### src/rtl/rxiq_pkg.sv
package rxiq_pkg;
    localparam int STAT_W       = 32;
    localparam int COEF_W       = 7;
    localparam int PH_DEN_SHIFT = 8;
    localparam int GN_DEN_SHIFT = 6;
    localparam int GN_OFFSET    = 64;
    localparam int COEF_LIM     = 63;

    typedef enum logic [2:0] {
        ST_IDLE   = 3'd0,
        ST_LOAD   = 3'd1,
        ST_DIV_PH = 3'd2,
        ST_DIV_GN = 3'd3,
        ST_REPORT = 3'd4,
        ST_FINAL  = 3'd5
    } cal_state_t;
endpackage

### src/rtl/rxiq_seq_div.sv
module rxiq_seq_div #(
    parameter int W = 32
)(
    input  logic         clk,
    input  logic         rst,
    input  logic         go,
    input  logic [W-1:0] num,
    input  logic [W-1:0] den,
    output logic         done,
    output logic [W-1:0] quo
);
    localparam int CNT_W = $clog2(W + 1);

    logic [W-1:0]     rem_q, quo_q, den_q;
    logic [CNT_W-1:0] left_q;
    logic             done_q;
    logic [W:0]       rem_sh, diff;

    always_comb begin
        rem_sh = {rem_q, quo_q[W-1]};
        diff   = rem_sh - {1'b0, den_q};
    end

    always_ff @(posedge clk) begin
        if (rst) begin
            rem_q  <= '0;
            quo_q  <= '0;
            den_q  <= '0;
            left_q <= '0;
            done_q <= 1'b0;
        end else begin
            done_q <= 1'b0;
            if (go) begin
                rem_q  <= '0;
                quo_q  <= num;
                den_q  <= den;
                left_q <= CNT_W'(W);
            end else if (left_q != '0) begin
                if (!diff[W]) begin
                    rem_q <= diff[W-1:0];
                    quo_q <= {quo_q[W-2:0], 1'b1};
                end else begin
                    rem_q <= rem_sh[W-1:0];
                    quo_q <= {quo_q[W-2:0], 1'b0};
                end
                left_q <= left_q - CNT_W'(1);
                if (left_q == CNT_W'(1)) done_q <= 1'b1;
            end
        end
    end

    assign done = done_q;
    assign quo  = quo_q;
endmodule

### src/rtl/rxiq_stat_prep.sv
module rxiq_stat_prep
    import rxiq_pkg::*;
#(
    parameter int W = STAT_W
)(
    input  logic [W-1:0] p_i,
    input  logic [W-1:0] p_q,
    input  logic [W-1:0] cor,
    output logic [W-1:0] mag,
    output logic         neg,
    output logic [W-1:0] ph_den,
    output logic [W-1:0] gn_den,
    output logic         den_zero
);
    localparam logic [W-1:0] HALF = {1'b1, {(W-1){1'b0}}};

    always_comb begin
        neg      = (cor > HALF);
        mag      = neg ? (~cor + W'(1)) : cor;
        ph_den   = ((p_i >> 1) + (p_q >> 1)) >> PH_DEN_SHIFT;
        gn_den   = p_q >> GN_DEN_SHIFT;
        den_zero = (ph_den == '0) || (gn_den == '0);
    end
endmodule

### src/rtl/rxiq_coef_quant.sv
module rxiq_coef_quant
    import rxiq_pkg::*;
#(
    parameter int W = STAT_W
)(
    input  logic [W-1:0]      q_ph,
    input  logic [W-1:0]      q_gn,
    input  logic              neg,
    output logic [COEF_W-1:0] ph_code,
    output logic [COEF_W-1:0] gn_code
);
    localparam logic [W-1:0]      PH_TOP  = W'(COEF_LIM);
    localparam logic [W-1:0]      GN_TOP  = W'(GN_OFFSET + COEF_LIM);
    localparam logic [W-1:0]      GN_BOT  = W'(GN_OFFSET - COEF_LIM);
    localparam logic [W-1:0]      GN_OFF  = W'(GN_OFFSET);
    localparam logic [COEF_W-1:0] POS_LIM = COEF_W'(COEF_LIM);
    localparam logic [COEF_W-1:0] NEG_LIM = COEF_W'((1 << COEF_W) - COEF_LIM);

    logic [COEF_W-1:0] ph_mag;

    always_comb begin
        ph_mag  = (q_ph >= PH_TOP) ? POS_LIM : COEF_W'(q_ph);
        ph_code = neg ? ph_mag : (COEF_W'(0) - ph_mag);
        if (q_gn >= GN_TOP)      gn_code = POS_LIM;
        else if (q_gn <= GN_BOT) gn_code = NEG_LIM;
        else                     gn_code = COEF_W'(q_gn - GN_OFF);
    end
endmodule

### src/rtl/rxiq_coef_calc.sv
module rxiq_coef_calc
    import rxiq_pkg::*;
#(
    parameter int NCH   = 3,
    parameter int W     = STAT_W,
    parameter int CNT_W = $clog2(NCH + 1)
)(
    input  logic                        clk,
    input  logic                        rst,
    input  logic                        start,
    input  logic [CNT_W-1:0]            chain_cnt,
    input  logic [NCH-1:0][W-1:0]       pwr_i,
    input  logic [NCH-1:0][W-1:0]       pwr_q,
    input  logic [NCH-1:0][W-1:0]       xcorr,
    output logic [NCH-1:0][COEF_W-1:0]  phase_coef,
    output logic [NCH-1:0][COEF_W-1:0]  gain_coef,
    output logic                        chain_done,
    output logic                        chain_valid,
    output logic [CNT_W-1:0]            chain_id,
    output logic                        corr_en,
    output logic                        busy
);
    localparam int IDX_W = (NCH > 1) ? $clog2(NCH) : 1;

    cal_state_t        state_q, state_d;
    logic [CNT_W-1:0]  idx_q, cnt_q, cnt_eff;
    logic [IDX_W-1:0]  sel;
    logic [W-1:0]      mag_c, phden_c, gnden_c;
    logic              neg_c, den_zero;
    logic [W-1:0]      pi_r, gnden_r, q_ph_r, q_gn_r;
    logic              neg_r, valid_r;
    logic              div_go, div_done;
    logic [W-1:0]      div_num, div_den, div_q;
    logic [COEF_W-1:0] ph_code, gn_code;

    assign sel     = idx_q[IDX_W-1:0];
    assign cnt_eff = (chain_cnt > CNT_W'(NCH)) ? CNT_W'(NCH) : chain_cnt;
    assign busy    = (state_q != ST_IDLE);

    rxiq_stat_prep #(.W(W)) u_prep (
        .p_i(pwr_i[sel]), .p_q(pwr_q[sel]), .cor(xcorr[sel]),
        .mag(mag_c), .neg(neg_c), .ph_den(phden_c), .gn_den(gnden_c),
        .den_zero(den_zero)
    );

    // One divider: phase quotient first, gain quotient second.
    assign div_go  = ((state_q == ST_LOAD) && !den_zero) ||
                     ((state_q == ST_DIV_PH) && div_done);
    assign div_num = (state_q == ST_LOAD) ? mag_c   : pi_r;
    assign div_den = (state_q == ST_LOAD) ? phden_c : gnden_r;

    rxiq_seq_div #(.W(W)) u_div (
        .clk(clk), .rst(rst), .go(div_go), .num(div_num), .den(div_den),
        .done(div_done), .quo(div_q)
    );

    rxiq_coef_quant #(.W(W)) u_quant (
        .q_ph(q_ph_r), .q_gn(q_gn_r), .neg(neg_r),
        .ph_code(ph_code), .gn_code(gn_code)
    );

    always_ff @(posedge clk) begin
        if (rst) state_q <= ST_IDLE;
        else     state_q <= state_d;
    end

    always_comb begin
        state_d = state_q;
        unique case (state_q)
            ST_IDLE:   if (start) state_d = (cnt_eff == '0) ? ST_FINAL : ST_LOAD;
            ST_LOAD:   state_d = den_zero ? ST_REPORT : ST_DIV_PH;
            ST_DIV_PH: if (div_done) state_d = ST_DIV_GN;
            ST_DIV_GN: if (div_done) state_d = ST_REPORT;
            ST_REPORT: state_d = (idx_q == cnt_q - CNT_W'(1)) ? ST_FINAL : ST_LOAD;
            ST_FINAL:  state_d = ST_IDLE;
            default:   state_d = ST_IDLE;
        endcase
    end

    always_ff @(posedge clk) begin
        if (rst) begin
            phase_coef  <= '0;
            gain_coef   <= '0;
            chain_done  <= 1'b0;
            chain_valid <= 1'b0;
            chain_id    <= '0;
            corr_en     <= 1'b0;
            idx_q       <= '0;
            cnt_q       <= '0;
            pi_r        <= '0;
            gnden_r     <= '0;
            q_ph_r      <= '0;
            q_gn_r      <= '0;
            neg_r       <= 1'b0;
            valid_r     <= 1'b0;
        end else begin
            chain_done  <= 1'b0;
            chain_valid <= 1'b0;
            unique case (state_q)
                ST_IDLE: if (start) begin
                    idx_q   <= '0;
                    cnt_q   <= cnt_eff;
                    corr_en <= 1'b0;
                end
                ST_LOAD: begin
                    pi_r    <= pwr_i[sel];
                    gnden_r <= gnden_c;
                    neg_r   <= neg_c;
                    valid_r <= 1'b0;
                end
                ST_DIV_PH: if (div_done) q_ph_r <= div_q;
                ST_DIV_GN: if (div_done) begin
                    q_gn_r  <= div_q;
                    valid_r <= 1'b1;
                end
                ST_REPORT: begin
                    chain_done  <= 1'b1;
                    chain_valid <= valid_r;
                    chain_id    <= idx_q;
                    if (valid_r) begin
                        phase_coef[sel] <= ph_code;
                        gain_coef[sel]  <= gn_code;
                    end
                    idx_q <= idx_q + CNT_W'(1);
                end
                ST_FINAL: corr_en <= 1'b1;
                default: ;
            endcase
        end
    end
endmodule

### config.mk
export PLATFORM = sky130hd
export DESIGN_NAME = rxiq_coef_calc
export DESIGN_NICKNAME = d
export VERILOG_FILES = /design/src/rtl/rxiq_pkg.sv /design/src/rtl/rxiq_seq_div.sv /design/src/rtl/rxiq_stat_prep.sv /design/src/rtl/rxiq_coef_quant.sv /design/src/rtl/rxiq_coef_calc.sv
export SDC_FILE = /design/constraint.sdc
export NUM_CORES = 1
export LEC_CHECK = 0
export BUFFER_PORTS_ARGS = -buffer_cell sky130_fd_sc_hd__buf_2
export CORE_ASPECT_RATIO = 1.2
export CORE_MARGIN = 5
export CORE_UTILIZATION = 57
export DETAILED_ROUTE_END_ITERATION = 10
export PLACE_DENSITY_LB_ADDON = 0.12
export SYNTH_ARGS = -nofsm -noshare
export SYNTH_HDL_FRONTEND = slang
export SYNTH_HIERARCHICAL = 1
export SYNTH_SLANG_ARGS = --single-unit
### constraint.sdc
create_clock -name clk -period 6.21 [get_ports clk]
set_clock_uncertainty 0.2 [all_clocks]
set_input_delay 0.621 -clock clk [delete_from_list [all_inputs] [get_ports clk]]
set_output_delay 0.621 -clock clk [all_outputs]
set_load 0.05 [all_outputs]
# Word level (Yosys, flattened, before mapping)
# Index checks and enable logic that the tools add are counted.
[totals]
ff_bits = 281
output_inout_bits = 48
in_bits = 293
[classes]
n_lt_le_gt_ge = 7
n_mux = 39
n_bitwise = 3
add_sub_neg = 8
n_eq_ne = 10
n_reduce_logical = 27
[ops]
columns = ["cell", "count"]
rows = [
  ["$mux 32", 8],
  ["$bmux 32 s2", 3],
  ["$logic_not 32->1", 2],
  ["$bwmux 21", 2],
  ["$mux 7", 5],
  ["$sub 33x32->33", 1],
  ["$add 31x31->32", 1],
  ["$add 32x1->32 const B", 1],
  ["$ge 32x6->1 const B", 1],
  ["$ge 32x7->1 const B", 1],
  ["$gt 32x32->1 const B", 1],
  ["$le 32x1->1 const B", 1],
  ["$not 32->32", 1],
  ["$mux 26", 1],
  ["$mux 3", 6],
  ["$pmux 3 s5", 1],
  ["$demux 7 s2", 1],
  ["$reduce_and 2->1", 7],
  ["$mux 6", 2],
  ["$reduce_bool 2->1", 4],
  ["$sub 1x7->7 const A", 1],
  ["$sub 7x7->7 const B", 1],
  ["$eq 3x2->1 const B", 2],
  ["$eq 3x3->1 const B", 2],
  ["26 further kinds", 38],
]

# Longest topological paths before layout
# Gate-level depths: netlist of run 1.
[logic_depth]
depth_word = 9
depth_mapped = 26
mapped_depth_nobuf = 19

# Hierarchy
# Netlist of run 1, hierarchy kept.
[modules_own_cells]
columns = ["mod", "n_inst", "seq_area_each_um2", "cells_each", "area_per_inst_um2"]
rows = [
  ["rxiq_coef_calc", 1, 3683.5, 1286, 9296.4],
  ["rxiq_seq_div", 1, 2062.0, 839, 6349.8],
  ["rxiq_stat_prep", 1, 0.0, 364, 2558.7],
  ["rxiq_coef_quant", 1, 0.0, 56, 335.3],
]

# Worst setup path before layout of run 1
# Ideal clock, no wire load.
[synth_timing]
path_type = "reg-to-reg"
startpoint = "reg idx_q[0]"
endpoint = "reg u_div.rem_q[10]"
path_stages_with_launch = 23
required_time_ns = 5.948
n_path_buf = 7
arrival_ns = 5.348
setup_slack_ns = 0.600
setup_ns = 0.062
cell_sequence = "dfxtp_1 > buf_4 > buf_4 > buf_2 > mux2i_1 > o21ai_0 > ha_1 > clkbuf_1 > nand4_1 > o41a_1 > o311a_1 > a21oi_1 > xor2_1 > or2_2 > o41ai_1 > o21ai_1 > clkbuf_1 > or2_2 > clkbuf_1 > nor2_1 > clkbuf_1 > nand3_1 > nand3_1"
[synth_between]
elab_chain_len = 9
word_cells_on_any_way = 12
[synth_rtl]
columns = ["item", "line_no", "rtl"]
rows = [
  ["start: declaration", "rxiq_coef_calc.sv:26", "logic [CNT_W-1:0] idx_q, cnt_q, cnt_eff;"],
  ["start signal: assignment", "rxiq_coef_calc.sv:124", "idx_q <= idx_q + CNT_W'(1);"],
  ["$bmux 32 s2", "rxiq_coef_calc.sv:41", ".p_i(pwr_i[sel]), .p_q(pwr_q[sel]), .cor(xcorr[sel]),"],
  ["$mux 32 (not written as such)", "rxiq_coef_calc.sv:41", ""],
  ["$add 31x31->32 (*)", "rxiq_stat_prep.sv:20", "ph_den = ((p_i >> 1) + (p_q >> 1)) >> PH_DEN_SHIFT;"],
  ["via phden_c[18]", "rxiq_coef_calc.sv:28", "logic [W-1:0] mag_c, phden_c, gnden_c;"],
  ["$logic_not 32->1 (*)", "rxiq_stat_prep.sv:22", "den_zero = (ph_den == '0) || (gn_den == '0);"],
  ["$logic_or 1x1->1 (*)", "rxiq_stat_prep.sv:22", ""],
  ["via den_zero", "rxiq_coef_calc.sv:29", "logic neg_c, den_zero;"],
  ["$logic_not 1->1 (*)", "rxiq_coef_calc.sv:47", "assign div_go = ((state_q == ST_LOAD) && !den_zero) ||"],
  ["$logic_and 1x1->1 (*)", "rxiq_coef_calc.sv:47", ""],
  ["$logic_or 1x1->1 (*)", "rxiq_coef_calc.sv:47", ""],
  ["via div_go", "rxiq_coef_calc.sv:32", "logic div_go, div_done;"],
  ["$reduce_or 2->1 (no line) (*)", "n/a", ""],
  ["end signal: assignment", "rxiq_seq_div.sv:40", "rem_q <= diff[W-1:0];"],
  ["end signal: assignment", "rxiq_seq_div.sv:43", "rem_q <= rem_sh[W-1:0];"],
  ["end: declaration", "rxiq_seq_div.sv:14", "logic [W-1:0] rem_q, quo_q, den_q;"],
]
# Mark *: on every way through the listed nets, which the timed path passes. The rest lies on a longest branch. The select of a mux whose other input is x is not followed.
# A chain may end at the register's enable or synchronous reset.

# Worst setup path after layout of run 1
[layout_timing]
startpoint = "reg idx_q[0]"
endpoint = "reg u_div.rem_q[15]"
[layout_between]
elab_chain_len = 9
word_cells_on_any_way = 12
[layout_rtl]
columns = ["item", "line_no"]
rows = [
  ["$bmux 32 s2", "rxiq_coef_calc.sv:41"],
  ["$mux 32 (not written as such)", "rxiq_coef_calc.sv:41"],
  ["$add 31x31->32", "rxiq_stat_prep.sv:20"],
  ["$logic_not 32->1", "rxiq_stat_prep.sv:22"],
  ["$logic_or 1x1->1 (*)", "rxiq_stat_prep.sv:22"],
  ["via den_zero", "rxiq_coef_calc.sv:29"],
  ["$logic_not 1->1 (*)", "rxiq_coef_calc.sv:47"],
  ["$logic_and 1x1->1 (*)", "rxiq_coef_calc.sv:47"],
  ["$logic_or 1x1->1 (*)", "rxiq_coef_calc.sv:47"],
  ["via div_go", "rxiq_coef_calc.sv:32"],
  ["$reduce_or 2->1 (no line) (*)", "n/a"],
]
# Marks and branches as above.

==> run summary, run 1 <==
Status = complete, no violations
Gr usage total = 0.303
PortBufs = 337
Post-DR wirelength/cell = 18.3 µm
Initial Utilization = 0.576
Post-route ant nets = 0
Worst setup EP type = register
Initial DRC Count = 1599
CTS tree = done
Clk root buf = clkbuf_16
Hold crit path type = input port to register
Placed cell area = 20000 µm²
Post-Synthesis Cells = 2542
Crit path max-delay family = compound AO/OA/AOI/OAI gates
Hold Vio Cnt, Final = 0
Crit Path Max Fanout = 47
Fin crit period = 5.83 ns
Final Wtd Congestion = 0.996
Core Area = 32200 µm²
Power per Cell Area = 330 nW/µm²
Routed WL = 58.2 mm
Max Slew Vio Count = 0
Cell Chain, Critical Path = buf_12, mux2i_1, o21ai_0, ha_1, nand3_1, a211o_1, o41a_1, o311a_1, a21oi_1, a21oi_1, nor3b_1, o22ai_1, o41ai_1, buf_4, o21ai_4, or2_2, nor2_1, nand2_2, o22ai_1
DR pass1 iterations = 6
Placed Instances = 3124
DRC = 0
Layout fillers = 2923
Average instance area after synthesis = 7.29 µm²
Site row count = 72
Post-CTS Setup Inserts = 0
Endpoints failing setup = 0
Unrepaired setup endpoints after global routing = no
Fin cells = 3183
Req. time, crit path = 6.48 ns
Pleak = 8.74 nW
First-pass GRT wire length = 91.7 mm
Critical path type = register to register
Vias in the first global route = 17600
Die Span Y = 207 µm
Area occupied by multi-input gates = 11600 µm²
VDD IR max = 0.285 mV
Crit-path slowest cell = dfxtp_4
Max-slew headroom = 0.263
Overflow left after global routing = 0
Die width = 175 µm
Fin nets = 3113
Tcrit/Tclk final = 0.938
Initial antenna violation count = 1
CTS buffer count = 31
Routed vias/inst = 5.88
Die ar. = 36200 µm²
Io pins = 341
Fin util = 0.657
Worst-Skew Late Latency = 0.56 ns
Post-Syn Area = 18500 µm²
Share of layout cells above drive strength 1 = 0.169
CTS H-tree lvls = 1
Area grow syn2layout = 14.1%
Max_cap viols = 0
Crit path largest cell delay = 0.52 ns
Post-route cell area = 21100 µm²
Critical path data arrival time = 6.10 ns
Largest net degree at the start of global routing = 149
Worst-path clk slew = 0.06 ns
Reg area = 5750 µm²
Max frequency = 0.172 GHz
Worst Path Buf+Inv = 2
TritonCTS Sinks = 287
Final HPWL DP = 43.7 mm
Setup TNS = 0 ns
Via count = 18700
Max clock buf depth = 3
Synth warn = 6
Startpoint Class = register
Worst-Margin Slew = 1.10 ns
[final timing paths]
kind | start | cells past startpoint | slack (ns) | endpoint
setup / recovery | idx_q[0] | 19 | 0.38 | u_div/rem_q[15]
hold reg to reg | phase_coef[12] | 2 | 0.25 | phase_coef[12]
hold / removal | chain_cnt[0] | 3 | 0.15 | cnt_q[0]
setup reg to reg | idx_q[0] | 19 | 0.38 | u_div/rem_q[15]
[stage by stage]
step | setup slack (ns) | hold WS [ns] | total power [mW]
global placement | 0.451 | 0.239 | 4.99
floorplan | 0.600 | 0.231 | 4.34
global route | 0.0588 | 0.167 | 7.36
CTS | 0.323 | 0.134 | 6.95
finish | 0.384 | 0.147 | 6.97
detailed placement | 0.362 | 0.244 | 5.03
[layout make-up]
cell class / instances / area share
diodes: 1 / 0.000118
clock buffers: 44 / 0.0433
clock inverters: 14 / 0.00782
inverters: 61 / 0.0108
multi-input cells: 1997 / 0.547
flip-flops and latches: 287 / 0.272
well taps: 407 / 0.0241
repair buffers: 372 / 0.0945
[per-layer routing]
layer	vias to the layer above	part of all wire	GRT usage
met2	681	0.49	0.529
met5	-	0	0
met4	0	0.029	0.0940
met3	105	0.067	0.0426
met1	8771	0.42	0.388
li1	9160	-	-
[registers in the layout, summed over array words and instances (netlist names), 3 cells and up]
name and count:
phase_coef 21, gain_coef 21, state_q 3, u_div/left_q 6, u_div/quo 32, q_gn_r 32, u_div/rem_q 32, gnden_r 32
u_div/den_q 32, pi_r 32, q_ph_r 32
[cell usage in the layout (no fill, tap or decap), types with 9 or more instances in the layout]
cell type and count:
nand2_1 657, buf_2 336, a21oi_1 289, dfxtp_1 285
mux2i_1 133, nor2_1 133, o21ai_0 98, ha_1 69
nand3_1 67, inv_1 59, xnor2_1 55, o21bai_1 40
nand4_1 38, o21ai_1 36, o21ba_1 32, clkbuf_16 31
buf_4 31, nor3_1 28, nor4_1 27, xor2_1 25
and3_1 18, a21o_1 17, a31oi_1 16, a211oi_1 15
o22ai_1 14, conb_1 14, nand2b_1 12, or3_1 11
or4_1 10, clkbuf_8 9, o21a_1 9, o31ai_1 9
[repair_timing]
action	4_1_cts	5_1_grt
hold endpoints to repair	0	0
endpoints found under the setup margin	0	49
resized for setup	0	2
hold buffers	0	0
[tightest hold or removal path, delay by kind of cell]
family / cells / cell delay, ns
buffers and inverters: 1 / 0.10
and+or+nand+nor: 1 / 0.08
muxes: 1 / 0.07
[where the power goes]
group          internal [mW]  leakage, nW  switching [mW]
clock                   1.15        0.519           0.768
combinational           1.09         5.89            1.87
sequential              1.98         2.33           0.113
total                   4.22         8.74            2.75
Power figures use the tool's default switching activity.
==> inputs of run 2 (changes only) <==
--- a/config.mk
+++ b/config.mk
@@ -8,7 +8,8 @@
 export BUFFER_PORTS_ARGS = -buffer_cell sky130_fd_sc_hd__buf_2
 export CORE_ASPECT_RATIO = 1.2
 export CORE_MARGIN = 5
-export CORE_UTILIZATION = 57
+export CORE_UTILIZATION = 62
+export CTS_CLUSTER_SIZE = 40
 export DETAILED_ROUTE_END_ITERATION = 10
 export PLACE_DENSITY_LB_ADDON = 0.12
 export SYNTH_ARGS = -nofsm -noshare
==> constraint.sdc (replaced) <==
create_clock -name clk -period 6.94 [get_ports clk]
set_clock_uncertainty 0.2 [all_clocks]
set_input_delay 0.694 -clock clk [delete_from_list [all_inputs] [get_ports clk]]
set_output_delay 0.694 -clock clk [all_outputs]
set_load 0.05 [all_outputs]
==> run summary, run 2 (synthesis results as in run 1) <==
Pleak = 8.74 nW
Status = complete, no violations
Post-route ant nets = 0
Overflow left after global routing = 0
Max-slew headroom = 0.187
Largest net degree at the start of global routing = 111
Placed Instances = 3105
Die Span Y = 199 µm
Pre-CTS setup slack = 0.447 ns
Layout fillers = 2539
CTS H-tree lvls = 1
PortBufs = 337
Final HPWL DP = 43.6 mm
Post-CTS Setup Inserts = 0
Worst hold slack = 0.187 ns
Sw frac = 0.397
Commonest non-fill, non-tap cell in the layout = nand2_1
Gr usage total = 0.324
Core Area = 29500 µm²
Crit Path Max Fanout = 39
DRC = 0
Startpoint Class = register
Reg area = 5750 µm²
Internal = 3.79 mW
Seq pwr share = 0.300
Share of layout cells above drive strength 1 = 0.168
Clock share of power = 0.277
Fin cells = 3165
Vias in the first global route = 17400
Hold Vio Cnt, Final = 0
CTS buffer count = 29
Hold depth = 3
Clk root buf = clkbuf_16
Power per Cell Area = 298 nW/µm²
Worst setup EP type = register
Area occupied by multi-input gates = 11600 µm²
Critical R2R Capture = u_div/rem_q[19]
Hold crit path type = input port to register
VDD IR max = 0.290 mV
Max_cap viols = 0
Unrepaired setup endpoints after global routing = no
Fin crit period = 6.45 ns
Initial antenna violation count = 4
Worst-path clk slew = 0.06 ns
Req. time, crit path = 7.24 ns
Max frequency = 0.155 GHz
CTS tree = done
Area grow syn2layout = 13.8%
Combinational Power Share = 0.422
Hold endpoint = cnt_q[1]
Endpoints failing setup = 0
Fin nets = 3110
Most frequent cells in the layout = nand2_1 (657), buf_2 (336), a21oi_1 (289)
Worst-Margin Slew = 1.22 ns
Switch Pwr = 2.49 mW
TritonCTS Sinks = 287
Worst-Skew Late Latency = 0.59 ns
Routed vias/inst = 5.94
Io pins = 341
Critical path type = register to register
Max clock buf depth = 3
First-pass GRT wire length = 90.0 mm
Routed WL = 58.6 mm
Flop-to-flop setup slack = 0.49 ns
Max Slew Vio Count = 0
R2R cell count = 20
Setup TNS = 0 ns
Site row count = 69
R2R Path Start = idx_q[0]
Hold Crit Start = chain_cnt[1]
Die ar. = 33400 µm²
DR pass1 iterations = 5
Post-DR wirelength/cell = 18.5 µm
Post-route cell area = 21100 µm²
Placed cell area = 20000 µm²
Initial Utilization = 0.627
Final worst slack = 0.490 ns
Final Wtd Congestion = 0.976
Initial DRC Count = 2143
Die width = 168 µm
Tcrit/Tclk final = 0.929
Via count = 18800
Critical path data arrival time = 6.75 ns
## run 2: critical path, cell delays in order, from the launching register on
cell and delay, ns:
dfxtp_4 0.54, nor2b_4 0.52, buf_4 0.45, nand2_1 0.09
o21ai_1 0.25, ha_1 0.36, nand4_1 0.24, nor2_1 0.15
a32oi_1 0.09, o311ai_0 0.59, xor2_1 0.21, nor2_1 0.14
nor4bb_1 0.35, nand4b_1 0.14, o41ai_1 0.47, buf_4 0.24
o21ai_4 0.07, or2_2 0.51, nor2_1 0.27, nand2_2 0.23
o22ai_1 0.28
## run 2: layer usage
layer  vias to the layer above  GRT usage  routed length, µm
met4                         0     0.0995               1820
met3                       112     0.0447               4230
li1                       9189          -                  -
met5                         -          0                  0
met2                       769      0.549              28100
met1                      8735      0.432              24400
## run 2: worst max path at each step
stage	slack, ns	depth (start not counted)	start	endpoint
floorplan	1.33	22	idx_q[0]	u_div/rem_q[10]
global placement	0.64	21	idx_q[0]	u_div/rem_q[18]
detailed placement	0.45	21	idx_q[0]	u_div/rem_q[18]
CTS	0.44	20	idx_q[0]	u_div/rem_q[19]
global route	0.17	20	idx_q[0]	u_div/den_q[4]
finish	0.49	20	idx_q[0]	u_div/rem_q[19]
## run 2: stage by stage
stage / power, mW / utilization
2_1_floorplan: 3.88 / -
3_3_place_gp: 4.45 / 0.677
3_5_place_dp: 4.49 / 0.677
4_1_cts: 6.23 / 0.713
5_1_grt: 6.61 / 0.714
6_report: 6.28 / 0.714
## run 2: cell type report
| cell class | count | share of cell area |
|---|---|---|
| multi-input cells | 1998 | 0.549 |
| flip-flops and latches | 287 | 0.273 |
| repair buffers | 370 | 0.0926 |
| clock buffers | 42 | 0.0420 |
| well taps | 390 | 0.0231 |
| inverters | 61 | 0.0109 |
| clock inverters | 12 | 0.00932 |
| diodes | 5 | 0.000593 |
## run 2: timing repair
item | 4_1_cts | 5_1_grt
setup endpoints to repair | 0 | 32
resized for setup | 0 | 0
hold buffers | 0 | 0
## run 2: power by group through the flow
stage	clock, mW	sequential, mW	combinational (mW)
after floorplan	0	1.87	2.01
after global placement	0	1.91	2.53
after detailed placement	0	1.92	2.57
after CTS	1.76	1.88	2.59
after global routing	1.83	1.90	2.88
final	1.74	1.89	2.65
==> inputs of run 3 (changes only) <==
--- a/config.mk
+++ b/config.mk
@@ -11,7 +11,7 @@
 export CORE_UTILIZATION = 62
 export CTS_CLUSTER_SIZE = 40
 export DETAILED_ROUTE_END_ITERATION = 10
-export PLACE_DENSITY_LB_ADDON = 0.12
+export PLACE_DENSITY = 0.95
 export SYNTH_ARGS = -nofsm -noshare
 export SYNTH_HDL_FRONTEND = slang
 export SYNTH_HIERARCHICAL = 1
==> run summary, run 3 (synthesis results as in run 1) <==
Status = complete, no violations
Req. time, crit path = 7.15 ns
Crit Path Max Fanout = 83
Max clock buf depth = 3
Hold crit path type = input port to register
Vias in the first global route = 18600
Final Wtd Congestion = 0.935
Crit path max-delay family = compound AO/OA/AOI/OAI gates
PortBufs = 337
Die ar. = 33400 µm²
Fin util = 0.708
Post-CTS Setup Inserts = 0
Overflow left after global routing = 0
Max Slew Vio Count = 0
Clk root buf = clkbuf_16
Share of layout cells above drive strength 1 = 0.166
Endpoints failing setup = 0
Startpoint Class = register
Largest net degree at the start of global routing = 103
Commonest non-fill, non-tap cell in the layout = nand2_1
Overall power = 6.07 mW
Crit-path slowest cell = buf_4
Via count = 19600
TritonCTS Sinks = 287
Number of inserted diodes = 0
Worst-path clk slew = 0.07 ns
Routed vias/inst = 6.20
Io pins = 341
Routed WL = 59.8 mm
Final HPWL DP = 43.9 mm
Die width = 168 µm
Wire length on met3 = 5.04 mm
Max frequency = 0.151 GHz
Wire length on met2 = 29.2 mm
Worst Path Buf+Inv = 4
CTS tree = done
Post-DR wirelength/cell = 19.0 µm
Initial Utilization = 0.627
Area grow syn2layout = 12.8%
Worst-Skew Late Latency = 0.55 ns
Worst setup EP type = register
Power per Cell Area = 291 nW/µm²
Initial antenna violation count = 0
DRC = 0
DR pass1 iterations = 6
Tcrit/Tclk final = 0.954
First-pass GRT wire length = 92.3 mm
Post-route ant nets = 0
CTS buffer count = 29
Max_cap viols = 0
Die Span Y = 199 µm
VDD IR max = 0.286 mV
Unrepaired setup endpoints after global routing = no
Gr usage total = 0.330
Crit path largest cell delay = 0.75 ns
Most frequent cells in the layout = nand2_1 (657), buf_2 (336), a21oi_1 (289)
Core Area = 29500 µm²
Site row count = 69
Critical path data arrival time = 6.83 ns
Hold Vio Cnt, Final = 0
Cell Chain, Critical Path = buf_4, mux2i_1, o21ai_0, ha_1, nand3_1, a211o_1, o41a_1, o311a_1, a21oi_1, a211oi_1, and3_1, o22ai_1, o41ai_1, buf_4, o21ai_4, buf_4, buf_4, a21oi_1, a21oi_1, nor2_1
Fin nets = 3104
CTS H-tree lvls = 1
Metal-1 WL = 22.8 mm
Worst-Margin Slew = 1.30 ns
Most common cell on crit path = buf_4
Pleak = 8.65 nW
Initial DRC Count = 2427
Max-slew headroom = 0.128
Fin crit period = 6.62 ns
DR top layer = met4
Setup TNS = 0 ns
Critical path type = register to register
## run 3: changes by cell type in the layout (fill, tap and decap cells not counted), sizes merged
| cell | change |
|---|---|
| buf | -6 |
| bufinv | -4 |
| clkbuf | -3 |
| clkinv | +5 |
| clkinvlp | +2 |
| diode | -5 |
## run 3: what timing repair did
item	CTS	global route
gates resized for setup	0	1
hold buffers	0	0
endpoints found under the setup margin	0	14
## run 3: through the flow
step           area, µm²  hold WS, ns  instances  setup WS [ns]
2_1_floorplan      18600        0.231       2555           1.33
5_1_grt            20900        0.237       3154         0.0318
3_5_place_dp       19900        0.245       3099          0.480
6_report           20900        0.234       3154          0.320
4_1_cts            20900        0.209       3153          0.432
3_3_place_gp       19900        0.239       3099          0.573
## run 3: cell type report
type | count | area, µm²
timing repair buffer | 364 | 1910
clock buffer | 39 | 843
sequential | 287 | 5750
inverter | 61 | 229
clock inverter | 15 | 96.3
fill | 2296 | 8630
tap | 390 | 488
multi-input combinational | 1998 | 11600
## run 3: metal layers
| layer | vias up | GRT usage |
|---|---|---|
| met1 | 9143 | 0.409 |
| met3 | 213 | 0.0453 |
| li1 | 9139 | - |
| met2 | 1055 | 0.578 |
| met4 | 0 | 0.138 |
| met5 | - | 0 |
## run 3: tightest hold or removal path, stage by stage
cell and delay [ns]:
buf_2 0.10, mux2i_1 0.07, nor2_1 0.08
## run 3: path summary, 6_finish.rpt
| path | slack [ns] | end | cells after the start | start |
|---|---|---|---|---|
| hold reg to reg | 0.26 | phase_coef[18] | 2 | phase_coef[18] |
| setup / recovery | 0.32 | u_div/quo[1] | 20 | idx_q[0] |
| hold / removal | 0.23 | cnt_q[0] | 3 | chain_cnt[0] |
| setup reg to reg | 0.32 | u_div/quo[1] | 20 | idx_q[0] |
## run 3: report_power, final
group	internal, mW	switching, mW	total (mW)
clock	0.857	0.668	1.52
sequential	1.78	0.118	1.89
combinational	0.969	1.69	2.66
